### config.mk
export PLATFORM = sky130hd
export DESIGN_NAME = locarb_top
export DESIGN_NICKNAME = d
export VERILOG_FILES = /design/src/rtl/locarb_pkg.sv /design/src/rtl/locarb_decode.sv /design/src/rtl/locarb_prio.sv /design/src/rtl/locarb_readback.sv /design/src/rtl/locarb_top.sv
export SDC_FILE = /design/constraint.sdc
export NUM_CORES = 1
export LEC_CHECK = 0
export ABC_AREA = 1
export CELL_PAD_IN_SITES_DETAIL_PLACEMENT = 1
export CELL_PAD_IN_SITES_GLOBAL_PLACEMENT = 1
export CORE_ASPECT_RATIO = 1.75
export CORE_MARGIN = 5
export CORE_UTILIZATION = 38
export CTS_CLUSTER_DIAMETER = 40
export DETAILED_ROUTE_END_ITERATION = 10
export PLACE_DENSITY_LB_ADDON = 0.1
export RECOVER_POWER = 50
export SYNTH_ARGS = -nofsm -noshare
export SYNTH_HDL_FRONTEND = slang
export SYNTH_HIERARCHICAL = 1
export SYNTH_SLANG_ARGS = --single-unit
### constraint.sdc
create_clock -name clk -period 3.5 [get_ports clk]
set_input_delay 0.35 -clock clk [delete_from_list [all_inputs] [get_ports clk]]
set_output_delay 0.35 -clock clk [all_outputs]
set_load 0.01 [all_outputs]
### src/rtl/locarb_pkg.sv
package locarb_pkg;
  localparam int ACC_EST    = 0;
  localparam int ACC_REQ    = 1;
  localparam int ACC_PEND   = 2;
  localparam int ACC_SEIZE  = 3;
  localparam int ACC_SEIZED = 4;
  localparam int ACC_ACTIVE = 5;
  localparam int ACC_VALID  = 7;
  // Writable command bits: request, takeover, lost-ownership ack, active.
  localparam logic [7:0] ACC_WMASK   = 8'h3A;
  localparam logic [7:0] NO_REG_BYTE = 8'hFF;
endpackage

### src/rtl/locarb_decode.sv
module locarb_decode #(
  parameter int NUM_LOC   = 5,
  parameter int LOC_W     = 3,
  parameter int PAGE_BITS = 12,
  parameter int HW_LOC    = 4,
  parameter int ADDR_W    = PAGE_BITS + LOC_W
) (
  input  logic [ADDR_W-1:0] addr,
  input  logic              wr_en,
  input  logic              rd_en,
  output logic [LOC_W-1:0]  loc,
  output logic              rd_hit,
  output logic              wr_hit
);
  logic at_reg;
  logic loc_ok;

  assign loc    = addr[PAGE_BITS +: LOC_W];
  assign at_reg = (addr[PAGE_BITS-1:0] == '0);
  assign loc_ok = (int'(loc) < NUM_LOC);
  assign rd_hit = rd_en && at_reg && loc_ok;
  assign wr_hit = wr_en && at_reg && loc_ok && (int'(loc) != HW_LOC);
endmodule

### src/rtl/locarb_prio.sv
module locarb_prio #(
  parameter int NUM_LOC = 5,
  parameter int LOC_W   = 3
) (
  input  logic [NUM_LOC-1:0] req,
  input  logic [NUM_LOC-1:0] seize,
  output logic               hi_vld,
  output logic [LOC_W-1:0]   hi_idx,
  output logic [NUM_LOC-1:0] others_req,
  output logic [NUM_LOC-1:0] seize_above
);
  always_comb begin
    hi_vld = 1'b0;
    hi_idx = '0;
    for (int i = 0; i < NUM_LOC; i++) begin
      if (req[i]) begin
        hi_vld = 1'b1;
        hi_idx = LOC_W'(i);
      end
    end
  end

  for (genvar g = 0; g < NUM_LOC; g++) begin : g_per_loc
    localparam logic [NUM_LOC-1:0] SELF  = NUM_LOC'(1) << g;
    localparam logic [NUM_LOC-1:0] UPPER = ~((SELF << 1) - NUM_LOC'(1));
    assign others_req[g]  = |(req & ~SELF);
    assign seize_above[g] = |(seize & UPPER);
  end
endmodule

### src/rtl/locarb_readback.sv
module locarb_readback #(
  parameter int NUM_LOC = 5,
  parameter int LOC_W   = 3
) (
  input  logic               clk,
  input  logic               rst,
  input  logic               rd_en,
  input  logic               rd_hit,
  input  logic [LOC_W-1:0]   loc,
  input  logic               own_vld,
  input  logic [LOC_W-1:0]   own,
  input  logic [NUM_LOC-1:0] req,
  input  logic [NUM_LOC-1:0] seized,
  input  logic [NUM_LOC-1:0] others_req,
  input  logic               est,
  output logic [7:0]         rdata
);
  import locarb_pkg::*;
  logic [7:0] rbyte;

  always_comb begin
    rbyte = NO_REG_BYTE;
    if (rd_hit) begin
      rbyte             = '0;
      rbyte[ACC_VALID]  = 1'b1;
      rbyte[ACC_ACTIVE] = own_vld && (own == loc);
      rbyte[ACC_SEIZED] = seized[loc];
      rbyte[ACC_PEND]   = others_req[loc];
      rbyte[ACC_REQ]    = req[loc];
      rbyte[ACC_EST]    = est;
    end
  end

  always_ff @(posedge clk) begin
    if (rst)        rdata <= '0;
    else if (rd_en) rdata <= rbyte;
  end
endmodule

### src/rtl/locarb_top.sv
module locarb_top #(
  parameter int NUM_LOC   = 5,
  parameter int PAGE_BITS = 12,
  parameter int HW_LOC    = 4,
  parameter int LOC_W     = $clog2(NUM_LOC),
  parameter int ADDR_W    = PAGE_BITS + LOC_W
) (
  input  logic              clk,
  input  logic              rst,
  input  logic              wr_en,
  input  logic              rd_en,
  input  logic [ADDR_W-1:0] addr,
  input  logic [7:0]        wdata,
  output logic [7:0]        rdata,
  input  logic              estab_in,
  input  logic              cmd_busy,
  input  logic              abort_ack,
  output logic              abort_req,
  output logic              active_vld,
  output logic [LOC_W-1:0]  active_loc,
  output logic              loc_changed
);
  import locarb_pkg::*;

  typedef struct packed {
    logic [NUM_LOC-1:0] req;
    logic [NUM_LOC-1:0] seize;
    logic [NUM_LOC-1:0] seized;
    logic               own_v;
    logic [LOC_W-1:0]   own;
  } arb_st_t;

  arb_st_t            cur, nxt;
  logic               pend_v_q, pend_v_d;
  logic [LOC_W-1:0]   pend_q, pend_d;
  logic               chg_d, chg_q;

  logic [LOC_W-1:0]   loc;
  logic               rd_hit, wr_hit;
  logic               hi_vld;
  logic [LOC_W-1:0]   hi_idx;
  logic [NUM_LOC-1:0] others_req, seize_above;

  locarb_decode #(.NUM_LOC(NUM_LOC), .LOC_W(LOC_W), .PAGE_BITS(PAGE_BITS),
                  .HW_LOC(HW_LOC), .ADDR_W(ADDR_W)) u_dec (
    .addr(addr), .wr_en(wr_en), .rd_en(rd_en),
    .loc(loc), .rd_hit(rd_hit), .wr_hit(wr_hit));

  locarb_prio #(.NUM_LOC(NUM_LOC), .LOC_W(LOC_W)) u_prio (
    .req(cur.req), .seize(cur.seize), .hi_vld(hi_vld), .hi_idx(hi_idx),
    .others_req(others_req), .seize_above(seize_above));

  locarb_readback #(.NUM_LOC(NUM_LOC), .LOC_W(LOC_W)) u_rd (
    .clk(clk), .rst(rst), .rd_en(rd_en), .rd_hit(rd_hit), .loc(loc),
    .own_vld(cur.own_v), .own(cur.own), .req(cur.req), .seized(cur.seized),
    .others_req(others_req), .est(estab_in), .rdata(rdata));

  // Move ownership to (tv, t), updating the flags of old and new owner.
  function automatic arb_st_t handoff(arb_st_t s, logic tv, logic [LOC_W-1:0] t);
    arb_st_t r;
    logic    moving;
    logic    by_seize;
    r        = s;
    moving   = (s.own_v != tv) || (tv && (s.own != t));
    by_seize = tv && s.seize[t];
    if (moving && s.own_v) begin
      if (by_seize) r.seized[s.own] = 1'b1;
      else          r.req[s.own]    = 1'b0;
    end
    r.own_v = tv;
    r.own   = tv ? t : s.own;
    if (tv) begin
      r.req[t]   = 1'b0;
      r.seize[t] = 1'b0;
    end
    return r;
  endfunction

  logic [7:0]       wv;
  logic             keep_v;
  logic [LOC_W-1:0] keep_l;
  logic             set_new;
  logic             do_prep;
  logic [LOC_W-1:0] prep_t;
  logic             seize_ok;

  always_comb begin
    nxt      = cur;
    pend_v_d = pend_v_q;
    pend_d   = pend_q;
    wv       = wdata & ACC_WMASK;
    keep_v   = cur.own_v;
    keep_l   = cur.own;
    set_new  = 1'b1;
    do_prep  = 1'b0;
    prep_t   = '0;
    seize_ok = 1'b0;
    if (pend_v_q && abort_ack) begin
      nxt      = handoff(cur, 1'b1, pend_q);
      pend_v_d = 1'b0;
    end else if (wr_hit) begin
      if (wv[ACC_SEIZE]) begin
        wv[ACC_REQ]    = 1'b0;
        wv[ACC_ACTIVE] = 1'b0;
      end
      if (wv[ACC_ACTIVE]) begin
        if (cur.own_v && (cur.own == loc)) begin
          if (hi_vld) begin
            set_new = 1'b0;
            do_prep = 1'b1;
            prep_t  = hi_idx;
          end else begin
            keep_v = 1'b0;
          end
        end else begin
          nxt.req[loc] = 1'b0;
        end
      end
      if (wv[ACC_SEIZED]) nxt.seized[loc] = 1'b0;
      if (wv[ACC_SEIZE]) begin
        seize_ok = (!cur.own_v || (loc > cur.own)) && !cur.seize[loc] && !seize_above[loc];
        if (seize_ok) begin
          for (int j = 0; j < NUM_LOC; j++) begin
            if (LOC_W'(j) < loc) nxt.seize[j] = 1'b0;
          end
          nxt.seize[loc] = 1'b1;
          set_new = 1'b0;
          do_prep = 1'b1;
          prep_t  = loc;
        end
      end
      if (wv[ACC_REQ] && !(cur.own_v && (cur.own == loc))) begin
        if (cur.own_v) nxt.req[loc] = 1'b1;
        else begin
          keep_v = 1'b1;
          keep_l = loc;
        end
      end
      if (do_prep) begin
        if (cmd_busy) begin
          pend_v_d = 1'b1;
          pend_d   = prep_t;
        end else begin
          nxt = handoff(nxt, 1'b1, prep_t);
        end
      end else if (set_new) begin
        nxt = handoff(nxt, keep_v, keep_l);
      end
    end
    chg_d = nxt.own_v && (!cur.own_v || (nxt.own != cur.own));
  end

  always_ff @(posedge clk) begin
    if (rst) begin
      cur      <= '0;
      pend_v_q <= 1'b0;
      pend_q   <= '0;
      chg_q    <= 1'b0;
    end else begin
      cur      <= nxt;
      pend_v_q <= pend_v_d;
      pend_q   <= pend_d;
      chg_q    <= chg_d;
    end
  end

  assign abort_req   = pend_v_q;
  assign active_vld  = cur.own_v;
  assign active_loc  = cur.own;
  assign loc_changed = chg_q;


  abort_hold_chk: assert property (@(posedge clk) disable iff (rst)
    abort_req && !abort_ack |=> abort_req);


  owner_hold_chk: assert property (@(posedge clk) disable iff (rst)
    abort_req && !abort_ack && !wr_en |=> $stable(active_loc) && $stable(active_vld));


  change_owner_chk: assert property (@(posedge clk) disable iff (rst)
    loc_changed |-> active_vld);


  owner_noreq_chk: assert property (@(posedge clk) disable iff (rst)
    active_vld |-> !cur.req[active_loc] && !cur.seize[active_loc]);


  seize_single_chk: assert property (@(posedge clk) disable iff (rst)
    $onehot0(cur.seize));


  hw_write_drop_chk: assert property (@(posedge clk) disable iff (rst)
    wr_en && (int'(addr[PAGE_BITS +: LOC_W]) == HW_LOC) && !abort_req
    |=> $stable(cur.req) && $stable(cur.seize) && $stable(cur.seized) && $stable(active_vld));
endmodule

==> results summary <==
The run finished with clean final reports. The final period utilization came out at 85.8%. The share of synthesized registers carrying an async set or reset came out at 0%.

The shortest period the worst path allows is 3.00 ns. The post-route netlist has between 10% and 20% of its cells at a drive strength greater than 1. The floorplan die height is 130 um.

The post-cts repair resize count came out at 0. The number of pins with negative max-slew slack in the final report is 0. The layout-stage area growth over the synthesis result is 19.9%. The post-CTS clock slew at the launch and capture registers of the worst setup and hold paths is 0.05 ns. For this block, the initial DRC count from the detailed router was around 150. For this design the ratio of total power to cell area is 281 nW/um2. After global routing the overflow that remains totals 0. The net switching power figure came out at 0.277 mW. Setup violations remaining at the end of the flow were counted as 0.

The share of total power consumed by net switching came out at 26.2%. Broken down by cell family, the worst path's largest delay share belongs to simple AND/OR/NAND/NOR gates. Detailed routing inserted a total of roughly 3800 vias.

The final weighted congestion of routability-driven global placement came out at 0.996. The worst setup path is of the in -> reg kind. The horizontal die dimension is 78.8 um. The startpoint identified for the worst hold timing path is u_rd/rdata[7].

Across every metal layer, demand over resource in global routing totals 26.5%. After synthesis the cells add up to 3140 um2. The worst-case clock buffer depth is 2. The clock arrives with 0.00646 ns of skew. The CTS tree is yes. The worst supply voltage drop on vdd is 0.000206 V. At the pin with the least slew margin, the transition time is 0.758 ns. The internal cell power is 0.782 mW. The kind of end point of the critical path is a register. In this design, the critical path's most frequently occurring cell is nand2_1.

The number of distinct library cells after synthesis came out at 44. The quantity of hold-fixing buffers added after cts came out at 0. In the final routed layout, each cell accounts on average for a little under 20 um. Hold is met by approximately 0.46 ns. The total area inside the core boundary comes to 8200 um2. The static leakage is roughly 1.7 nW. STA puts the critical path data arrival time at approximately 3.2 ns. The H-tree was split into 2 levels. The relative slew slack is approximately half. The clock network fraction of design power came out at a little under 50%.

The initial antenna violation count is 0. The most critical setup path has its startpoint at addr[13]. Setup repair after global routing left no endpoint under its margin.

Using the TritonRoute via totals, the vias-per-cell ratio works out to 5.64. The number of enable-type register cells in the synthesized netlist is 0. The area enclosed by the die boundary is 10300 um2.

In this run the worst hold path is classified as reg -> reg. The buffering stage count on the worst path with inverters included is 3. The worst register-to-register path begins at active_loc[2]. The most instantiated flip-flop cell in the synthesis netlist is dfxtp_1.

Derived from the worst setup path, the maximum achievable clock frequency is ~0.33 GHz. The clock sink total came out at 31. The signal on the critical path passes through clkdlybuf4s50_1 > clkbuf_1 > nor2_1 > nand3_1 > nand2_2 > nor2_8 > nand3_2 > nand2_4 > nand2_1 > nand2_1 > inv_1 > nand3_1 > nand2_1 > nor2_1 > nand2_1 > nand2_1 > a21oi_1. The first global-routing pass estimated 20700 um of wire. The layout has 1156 filler cells. The number of setup buffers added after CTS is 0. The mean cell area of the mapped netlist is 5.81 um2. The sequential power share is 34.1%.

The largest single stage delay on the critical path is between 0.4 and 0.5 ns. Wires add up to around 13000 um. The post-synthesis cell type with the largest combined area is dfxtp_1. The number of endpoints with negative hold slack in the final report came out at 0.

The largest fanout of any net on the critical path is 12. The required time reported for the critical path endpoint is 3.66 ns. The number of routed nets with antenna violations is 0. In the routed design, unresolved DRC markers number 0. The portion of synthesized cell area occupied by the leading cell type came out at 19.7%. The number of I/O port buffers came out at 39. Sorting the synthesized cells by area gives the leading types as dfxtp_1, nand2_1, nor2_1. The clock latency at the later pin of the worst-skew pair came out at 0.28 ns.

The net count after synthesis came out at 574. The count of state elements after synthesis came out at 31. The count of inserted antenna diode cells is 0. Among all stages on the critical path, the largest delay is contributed by clkdlybuf4s50_1. The largest net degree at the start of global routing is 16. Synthesis produced a netlist whose cell count is 541. The wire-length estimate of the detail-placed layout is 10500 um.

The post-layout net count came out at 612. The initial utilization of the core area, before any placement, comes to approximately two fifths. The reported max-cap violation count is 0. The number of rows in the core area is 44. TritonCTS created 5 clock buffers. The via count of the first global-routing pass came out at 3930.

The number of ports placed on the die boundary came out at 44. The kind of start point of the critical path is a primary input. The yosys synthesis warning count is 6.

The number of detailed-route iterations in the first pass came out at 4. In this run, the combinational gates consume 16.6% of the power. Adding up every negative setup slack in the final design gives 0 ns. The sequential area share after synthesis came out at 19.7%. The tree is rooted in a clkbuf_16.
-- area by class of cell --
cell class | count | area, um2 | share of cell area [%]
tap | 92 | 115 | 3.05
clock inverter | 2 | 35.0 | 0.929
sequential | 31 | 621 | 16.5
timing repair buffer | 50 | 462 | 12.2
clock buffer | 6 | 139 | 3.68
inverter | 79 | 297 | 7.87
multi-input combinational | 412 | 2100 | 55.8
-- logic make-up (layout without fill, tap and decap cells) --
family	after synthesis	count (layout)	share of synthesized area (%)
other cells	1	1	0.119
fa+ha+maj	3	3	1.19
simple gates	307	307	46.1
flops	31	31	19.7
compound gates	101	101	19.5
buf+inv	98	137	13.4
-- cell usage in the layout, fill, tap and decap left out, drive strengths merged, types with 2 or more instances in the layout --
master,n
a211oi,3
buf,8
a31oi,6
nand3,55
nand2,145
clkbuf,9
dfxtp,31
nand4,8
nor3,12
clkinv,4
inv,76
o221ai,2
o21ai,43
o21a,2
o22ai,3
ha,3
nor2,81
dlygate4sd3,12
a21oi,35
or2,2
clkdlybuf4s50,27
-- through the flow --
stage | power, mW | utilization (%) | instances | cell area [um2] | setup slack, ns
after detailed placement | 0.549 | 44.0 | 664 | 3610 | 0.348
final | 1.06 | 46.0 | 672 | 3770 | 0.497
after floorplan | 0.476 | - | 541 | 3140 | 0.957
after CTS | 1.07 | 46.1 | 672 | 3780 | 0.623
after global routing | 1.10 | 46.0 | 672 | 3770 | 0.210
after global placement | 0.545 | 44.0 | 664 | 3610 | 0.453
-- synth_stat cells (2+ instances only) --
master	count
a211oi_1	3
a21oi_1	29
a21oi_2	6
a31oi_1	5
buf_2	3
buf_4	11
clkbuf_1	4
clkinv_1	3
dfxtp_1	31
ha_1	3
inv_1	65
inv_2	11
nand2_1	130
nand2_2	9
nand2_4	6
nand3_1	51
nand3_2	4
nand4_1	7
nor2_1	72
nor2_2	4
nor2_4	2
nor2_8	3
nor3_1	12
o21a_1	2
o21ai_0	38
o21ai_1	5
o221ai_1	2
o22ai_1	3
or2_1	2
-- tightest hold or removal path: stages, from the launching register on --
cell and delay [ns]:
dfxtp_1 0.32, nor2_1 0.04, nor2_1 0.06
-- state kept, by name, indices dropped and copies added, names as in the netlist --
name	flops
abort_req	1
active_loc	3
active_vld	1
cur	15
loc_changed	1
pend_q	3
u_rd/rdata	7
-- metal layers --
metal,routed length (um),vias to the layer above,global-route usage (%)
met3,493,50,3.45
met2,6790,113,49.8
met5,0,-,0
li1,-,1839,-
met4,951,0,17.7
met1,4710,1790,26.7
-- final timing paths --
check / to / slack [ns] / depth (start not counted)
setup / recovery: cur[17] / 0.50 / 17
hold / removal: u_rd/rdata[7] / 0.46 / 2
setup reg to reg: cur[17] / 0.73 / 14
hold reg to reg: u_rd/rdata[7] / 0.46 / 2
-- power groups by stage --
stage                     combinational (mW)  clock [mW]  sequential, mW
after CTS                              0.181       0.531           0.361
after global placement                 0.176           0           0.369
after floorplan                        0.104           0           0.372
final                                  0.176       0.522           0.361
after detailed placement               0.180           0           0.369
after global routing                   0.195       0.547           0.362
No activity file was read; power rests on OpenSTA's default activity.
